<file path="src/rtl/mpa_pkg.sv">
`timescale 1ns/1ps
package mpa_pkg;
  typedef enum logic [1:0] {
    PM_CPU_FIRST = 2'd0,
    PM_SHARED    = 2'd1,
    PM_GPU_FIRST = 2'd2
  } prio_mode_e;
endpackage

</file>
<file path="src/rtl/mpa_frame_track.sv">
`timescale 1ns/1ps
module mpa_frame_track #(
  parameter int CYC_W     = 16,
  parameter int TILE_W    = 12,
  parameter int EVAL_LOG2 = 8
) (
  input  logic              clk,
  input  logic              rst,
  input  logic [CYC_W-1:0]  cfg_frame_period,
  input  logic              tile_done,
  output logic [CYC_W-1:0]  elapsed,
  output logic [TILE_W-1:0] tiles,
  output logic              frame_end,
  output logic              eval_tick
);
  localparam logic [TILE_W-1:0] TILE_MAX = {TILE_W{1'b1}};
  localparam logic [CYC_W-1:0]  ONE_CYC  = CYC_W'(1);

  // last cycle of the frame; >= keeps the counter bounded
  assign frame_end = (elapsed >= (cfg_frame_period - ONE_CYC));
  // progress sampling point every 2**EVAL_LOG2 cycles of the frame
  assign eval_tick = (&elapsed[EVAL_LOG2-1:0]) && !frame_end;

  always_ff @(posedge clk) begin
    if (rst) begin
      elapsed <= '0;
      tiles   <= '0;
    end else if (frame_end) begin
      elapsed <= '0;
      tiles   <= '0;
    end else begin
      elapsed <= elapsed + ONE_CYC;
      if (tile_done && (tiles != TILE_MAX)) begin
        tiles <= tiles + TILE_W'(1);
      end
    end
  end
endmodule

</file>
<file path="src/rtl/mpa_mode_eval.sv">
`timescale 1ns/1ps
module mpa_mode_eval
  import mpa_pkg::*;
#(
  parameter int CYC_W      = 16,
  parameter int TILE_W     = 12,
  parameter int NEAR_SHIFT = 3
) (
  input  logic              clk,
  input  logic              rst,
  input  logic [CYC_W-1:0]  cfg_frame_period,
  input  logic [TILE_W-1:0] cfg_tiles_per_frame,
  input  logic [CYC_W-1:0]  elapsed,
  input  logic [TILE_W-1:0] tiles,
  input  logic              frame_end,
  input  logic              eval_tick,
  output prio_mode_e        mode
);
  localparam int PROD_W = CYC_W + TILE_W;

  logic [PROD_W-1:0] work_done;
  logic [PROD_W-1:0] work_due;
  logic [CYC_W-1:0]  remain;
  logic [CYC_W-1:0]  near_limit;
  logic              late;
  logic              near;
  prio_mode_e        verdict;

  // cross-multiplied progress test avoids any division
  assign work_done  = PROD_W'(tiles) * PROD_W'(cfg_frame_period);
  assign work_due   = PROD_W'(elapsed) * PROD_W'(cfg_tiles_per_frame);
  assign late       = (work_done < work_due);
  assign remain     = cfg_frame_period - elapsed;
  assign near_limit = cfg_frame_period >> NEAR_SHIFT;
  assign near       = (remain < near_limit);

  always_comb begin
    if (!late) begin
      verdict = PM_CPU_FIRST;
    end else if (near) begin
      verdict = PM_GPU_FIRST;
    end else begin
      verdict = PM_SHARED;
    end
  end

  always_ff @(posedge clk) begin
    if (rst) begin
      mode <= PM_CPU_FIRST;
    end else if (frame_end) begin
      mode <= PM_CPU_FIRST;
    end else if (eval_tick) begin
      mode <= verdict;
    end
  end
endmodule

</file>
<file path="src/rtl/mpa_grant_sel.sv">
`timescale 1ns/1ps
module mpa_grant_sel
  import mpa_pkg::*;
(
  input  logic       clk,
  input  logic       rst,
  input  prio_mode_e mode,
  input  logic       cpu_req,
  input  logic       gpu_req,
  output logic       cpu_gnt,
  output logic       gpu_gnt
);
  logic last_gpu;   // most recent winner was the graphics port
  logic pick_cpu;
  logic pick_gpu;

  always_comb begin
    pick_cpu = 1'b0;
    pick_gpu = 1'b0;
    if (cpu_req && gpu_req) begin
      unique case (mode)
        PM_GPU_FIRST: pick_gpu = 1'b1;
        PM_SHARED: begin
          pick_cpu = last_gpu;
          pick_gpu = !last_gpu;
        end
        default: pick_cpu = 1'b1;
      endcase
    end else begin
      pick_cpu = cpu_req;
      pick_gpu = gpu_req;
    end
  end

  always_ff @(posedge clk) begin
    if (rst) begin
      cpu_gnt  <= 1'b0;
      gpu_gnt  <= 1'b0;
      last_gpu <= 1'b1;
    end else begin
      cpu_gnt <= pick_cpu;
      gpu_gnt <= pick_gpu;
      if (pick_cpu) begin
        last_gpu <= 1'b0;
      end else if (pick_gpu) begin
        last_gpu <= 1'b1;
      end
    end
  end
endmodule

</file>
<file path="src/rtl/mem_prio_arb.sv">
`timescale 1ns/1ps
module mem_prio_arb
  import mpa_pkg::*;
#(
  parameter int CYC_W      = 16,
  parameter int TILE_W     = 12,
  parameter int EVAL_LOG2  = 8,
  parameter int NEAR_SHIFT = 3
) (
  input  logic              clk,
  input  logic              rst,
  input  logic [CYC_W-1:0]  cfg_frame_period,
  input  logic [TILE_W-1:0] cfg_tiles_per_frame,
  input  logic              tile_done,
  input  logic              cpu_req,
  input  logic              gpu_req,
  output logic              cpu_gnt,
  output logic              gpu_gnt
);
  logic [CYC_W-1:0]  elapsed;
  logic [TILE_W-1:0] tiles;
  logic              frame_end;
  logic              eval_tick;
  prio_mode_e        mode;

  mpa_frame_track #(
    .CYC_W(CYC_W), .TILE_W(TILE_W), .EVAL_LOG2(EVAL_LOG2)
  ) u_track (
    .clk(clk), .rst(rst),
    .cfg_frame_period(cfg_frame_period),
    .tile_done(tile_done),
    .elapsed(elapsed), .tiles(tiles),
    .frame_end(frame_end), .eval_tick(eval_tick)
  );

  mpa_mode_eval #(
    .CYC_W(CYC_W), .TILE_W(TILE_W), .NEAR_SHIFT(NEAR_SHIFT)
  ) u_eval (
    .clk(clk), .rst(rst),
    .cfg_frame_period(cfg_frame_period),
    .cfg_tiles_per_frame(cfg_tiles_per_frame),
    .elapsed(elapsed), .tiles(tiles),
    .frame_end(frame_end), .eval_tick(eval_tick),
    .mode(mode)
  );

  mpa_grant_sel u_sel (
    .clk(clk), .rst(rst), .mode(mode),
    .cpu_req(cpu_req), .gpu_req(gpu_req),
    .cpu_gnt(cpu_gnt), .gpu_gnt(gpu_gnt)
  );
endmodule

</file>
<file path="config.mk">
export PLATFORM = sky130hd
export DESIGN_NAME = mem_prio_arb
export DESIGN_NICKNAME = d
export VERILOG_FILES = /design/src/rtl/mpa_pkg.sv /design/src/rtl/mpa_frame_track.sv /design/src/rtl/mpa_mode_eval.sv /design/src/rtl/mpa_grant_sel.sv /design/src/rtl/mem_prio_arb.sv
export SDC_FILE = /design/constraint.sdc
export NUM_CORES = 1
export LEC_CHECK = 0
export ABC_AREA = 1
export BUFFER_PORTS_ARGS = -buffer_cell sky130_fd_sc_hd__buf_4
export CORE_MARGIN = 2
export CORE_UTILIZATION = 33
export DETAILED_ROUTE_END_ITERATION = 16
export PLACE_DENSITY = 0.5
export SLEW_MARGIN = 20
export SYNTH_ARGS = -nofsm -noshare
export SYNTH_HDL_FRONTEND = slang
export SYNTH_SLANG_ARGS = --single-unit
</file>
<file path="constraint.sdc">
create_clock -name clk -period 17.1 [get_ports clk]
set_input_delay 0.855 -clock clk [delete_from_list [all_inputs] [get_ports clk]]
set_output_delay 0.855 -clock clk [all_outputs]
set_load 0.05 [all_outputs]
</file>
Yosys cells after proc, flatten, opt, wreduce, memory -nomap -nowiden. Index checks and enable logic that the tools add are counted. Widths: inputs -> output; s select.

$add $sub $neg: 4. Multiply operators: 2. Div/mod/pow operators: 0. Magnitude comparators: 3. Equality and inequality tests: 3. Shift operators: 0. Multiplexer cells: 8. Bitwise logic cells: 0. Reductions and logical operators: 8.

Operator list (count): $lt 28x28->1 (1); $mul 12x16->28 (1); $mul 16x12->28 (1); $add 16x1->16 const B (1); $ge 16x16->1 (1); $lt 16x13->1 (1); $sub 16x1->16 const B (1); $sub 16x16->16 (1); $add 12x1->12 const B (1); $ne 12x12->1 const B (1); $reduce_and 8->1 (1); $mux 1 (4); $mux 2 (2); $pmux 1 s2 (2); $logic_and 1x1->1 (3); $eq 2x1->1 const B (1); $eq 2x2->1 const B (1); $logic_not 1->1 (2); $reduce_bool 2->1 (1); $reduce_or 2->1 (1).

Flip-flop bits (word level): 33. Latch bits: 0. RAM bits: 0. Bits in read-only memories: 0. Input bits: 33. Output and inout bits: 2. Word-level logic and storage cells: 34. Memories: 0.

Longest topological paths before layout.
Depth in word-level cells: 5. Depth in mapped cells: 35. Gate-level depth less buffers: 33.

Cells and area by module. Synthesis repeated with hierarchy kept, for this count alone.

Cell total of the unflattened synthesis: 2312. Area total of the unflattened synthesis: 16598.4 um^2.

By module, submodules not included: mpa_mode_eval (times used 1, cells an instance 1966, area each 14293.7 um^2, sequential area each 40.0 um^2); mpa_frame_track (times used 1, cells an instance 321, area each 2117.0 um^2, sequential area each 560.5 um^2); mpa_grant_sel (times used 1, cells an instance 25, area each 187.7 um^2, sequential area each 60.1 um^2).

Worst setup path after synthesis. Ideal clock, no wire load.

Path kind: in2reg. Start point: input cfg_tiles_per_frame[6]. End point: register u_eval.mode[1]. Setup time: 0.070 ns. Arrival: 6.430 ns. Required time: 17.030 ns. Path slack: 10.600 ns. Stages: 30. Path buffers: 2. Cell sequence: clkbuf_1 > clkbuf_1 > nand2_1 > fa_1 > inv_1 > fa_1 > fa_1 > fa_1 > inv_1 > fa_1 > inv_1 > ha_1 > nand2_1 > nor2_1 > inv_1 > nor3_1 > a21oi_1 > o21bai_1 > nand3_1 > nand2_1 > xor2_1 > ha_1 > nand4_1 > inv_1 > a21oi_1 > o21a_1 > nand2_1 > nor2_1 > nand3_1 > a21oi_1.

Cells in the longest elaborated chain, start to end: 3.

Ends and longest elaborated chain: start, declared (line mem_prio_arb.sv:13) `input logic [TILE_W-1:0] cfg_tiles_per_frame,`; $mul 16x12->28 (line mpa_mode_eval.sv:31) `assign work_due = PROD_W'(elapsed) * PROD_W'(cfg_tiles_per_frame);`; $lt 28x28->1 (line mpa_mode_eval.sv:32) `assign late = (work_done < work_due);`; $mux 2 (line mpa_mode_eval.sv:38) `if (!late) begin`; end signal, assigned (line mpa_mode_eval.sv:53) `mode <= verdict;`; end, declared (line mpa_mode_eval.sv:17) `output prio_mode_e mode`.

Every way passes these cells. A chain may end at the register's enable or synchronous reset.

Worst setup path in the final report.
Start point: register u_track.tiles[6]. End point: register u_eval.mode[1].

Cells in the longest elaborated chain, start to end: 3.

Ends and longest elaborated chain: start, declared (line mpa_frame_track.sv:12) `output logic [TILE_W-1:0] tiles,`; start signal, assigned (line mpa_frame_track.sv:34) `tiles <= tiles + TILE_W'(1);`; $mul 12x16->28 (line mpa_mode_eval.sv:30) `assign work_done = PROD_W'(tiles) * PROD_W'(cfg_frame_period);`; $lt 28x28->1 (line mpa_mode_eval.sv:32); $mux 2 (line mpa_mode_eval.sv:38).

Every way passes these cells.

==> run summary <==
Setup Fix Bufs, Post-CTS = 0
Area contributors post-synth = fa_1, ha_1, inv_1
cell count after synthesis = 2,234
crit start category = flop
# resized after CTS = 0
htree depth = 2
Seq/Total Area, Yosys = 4.07%
crit path max-delay cell type = dfxtp_1
P per Cell Area = 21.0 nW/um^2
Synth Area in Simple Gates = 18.8%
Req. time, crit path = 17.33 ns
Initial DRT Pass Iterations = 5
site row count = 81
Netlist cell types = 43
largest net degree at the start of global routing = 31
DRC viols = 0
critical path class = reg -> reg
Final Skew = 0.00601 ns
RD Place Congestion = 0.855
RSZ-0062 raised after global routing = no
Detail Route Antenna Nets = 0
commonest non-fill, non-tap cell in the layout = inv_1
Synth Warn # = 0
min-delay worst type = reg -> reg
deepest clock path buffer count = 2
global-route usage over all layers = 16.9%
Inst Count DP = 2,842
Mapped Area = 16,200 um^2
CTS tree = done
cell taking the most area after synthesis = fa_1
critical path arrival = 6.96 ns
final worst path period share = 39.4%
Hold Crit Depth = 2
XOR/XNOR Fraction of Synth Area = 4.58%
root buffer cell = clkbuf_16
Yosys reg bits = 33
status = finished, final reports clean
Reg clk slew, reported paths = 0.06 ns
largest family of logic cells by synthesized area = adder cells
Die H = 226 um
Compound-Gate Fraction of Synth Area = 5.64%
Adder-Cell Fraction of Synth Area = 50.6%
most frequent cells in the layout = inv_1, nand2_1, fa_1
Syn Area/Cell = 7.27 um^2
nets = 2,706
max-slew violations = 0
Worst setup EP type = flop
Ant. Diodes = 0
Min Clock Period, post-route = 6.74 ns
Max Fclk = 0.148 GHz
Syn Nets = 2,755
worst hold start = u_eval.mode[1]
Vias/cell = 4.58
post-DP HPWL = 34.2 mm
Yosys top cell area share = 34.6%
Ports = 35
Max VDD drop = 0.0297 mV
# port buffers = 34
first-pass GRT wire length = 69.3 mm
total core area = 48,700 um^2
gr ovfl total = 0
clk_lat worst skew = 0.29 ns
number of antenna violations at the first check in global routing = 0
Die W = 226 um
Clock Sinks = 33
Leak = 9.79 nW
Crit Reg-Reg Startpoint = u_track.tiles[6]
Worst Setup SP = u_track.tiles[6]
peak fanout along the critical path = 17
worst-case reg-to-reg path depth = 28
final setup fails = 0
Slew HR = 37.0%
layout cells sized above 1 = 2.97%
mux contribution to synthesized area = 0%
starting DRC count in detailed routing = 582
Layout Area Growth over Synthesis = 5.69%
count of final hold-check violations = 0
Worst-Margin Slew = 0.943 ns
final WL = 40.6 mm
Post-Layout Cell Count = 2,850
Max-cap violations = 0
vias after detailed routing = 13,064
Setup Total Neg Slack = 0 ns
Num CTS Buffers = 5
cts hold-fix bufs = 0
Worst path max stage delay = 0.90 ns
Initial Util = 33.3%
vias in the first global route = 13,730
die area = 51,000 um^2
wire length per cell = 14.3 um
## kinds of logic after synthesis
family / after synthesis
AOI/OAI and AO/OA: 168
xor gates and xnor gates: 85
adders and majority gates: 488
DFF: 33
buffers and inverters: 705
and+or+nand+nor: 755
## final timing paths
| path | end | slack (ns) |
|---|---|---|
| setup / recovery | u_eval.mode[1] | 10.36 |
| hold / removal | u_eval.mode[1] | 0.57 |
| setup reg to reg | u_eval.mode[1] | 10.36 |
| hold reg to reg | u_eval.mode[1] | 0.57 |
## state kept, by name, indices dropped and copies added, names as in the netlist
register / count
u_sel.gpu_gnt: 1
u_track.elapsed: 16
u_sel.last_gpu: 1
u_track.tiles: 12
u_eval.mode: 2
u_sel.cpu_gnt: 1
## stage by stage
stage	power [mW]	worst slack, ns	utilization, %	hold WS (ns)	cell area, um^2
final	0.361	10.36	35.2	0.573	17200
after global placement	0.249	10.32	34.9	0.565	17000
after floorplan	0.201	10.60	-	0.462	16200
after detailed placement	0.251	10.26	34.9	0.573	17000
after CTS	0.367	10.40	35.2	0.582	17200
after global routing	0.393	9.87	35.2	0.597	17200
## report_power, final
group | switching, mW | total (mW) | internal [mW]
logic | 0.106 | 0.164 | 0.0588
registers | 0.00578 | 0.0841 | 0.0783
clock network | 0.0394 | 0.112 | 0.0730
total | 0.151 | 0.361 | 0.210
## metal layers
metal | up-vias | part of all wire (%) | track usage, %
li1 | 6442 | - | -
met1 | 6439 | 47 | 22.9
met2 | 170 | 50 | 30.5
met3 | 13 | 2.7 | 0.820
met4 | 0 | 0.59 | 1.77
met5 | - | 0 | 0
## critical path: cells and delay by family (launching register included)
| kind | cells | cell delay [ns] |
|---|---|---|
| buffers and inverters | 4 | 0.19 |
| flip-flops | 1 | 0.90 |
| AND/OR/NAND/NOR | 9 | 1.13 |
| adder cells (fa/ha/maj) | 7 | 3.22 |
| XOR/XNOR | 1 | 0.19 |
| AO/OA/AOI/OAI | 7 | 1.04 |
## Yosys cell counts
cell and n:
dfxtp_1 33, nand3b_1 1, nand3_2 1, inv_2 7, nor3_2 3, or2_1 3, buf_2 3, ha_1 207
o21a_1 2, buf_1 5, and3_1 3, fa_1 281, clkbuf_1 84, nor2_2 4, nand4_2 1, a21oi_1 99
o21bai_1 4, buf_4 1, nor3_4 1, o211ai_1 7, nand2_1 580, o221ai_1 1, o21ai_1 4, xor2_1 53
o211a_1 1, nor3_1 21, a221oi_1 1, xnor2_1 32, nor2_1 71, nand4_1 16, nor4_1 2, nand2_2 2
a31oi_1 9, a21boi_1 1, clkinv_1 1, a31o_2 1, nor2_4 1, inv_1 604, a21o_1 3, o21ai_0 33
nand3_1 41, a211oi_1 2, nor3b_1 4
## layout make-up
type,count,area (um^2)
sequential,33,661
multi-input combinational,1496,12900
clock buffer,7,143
clock inverter,1,30.0
timing repair buffer,37,278
tap,664,831
fill,5203,31600
inverter,612,2300
No activity file was read; power rests on OpenSTA's default activity.
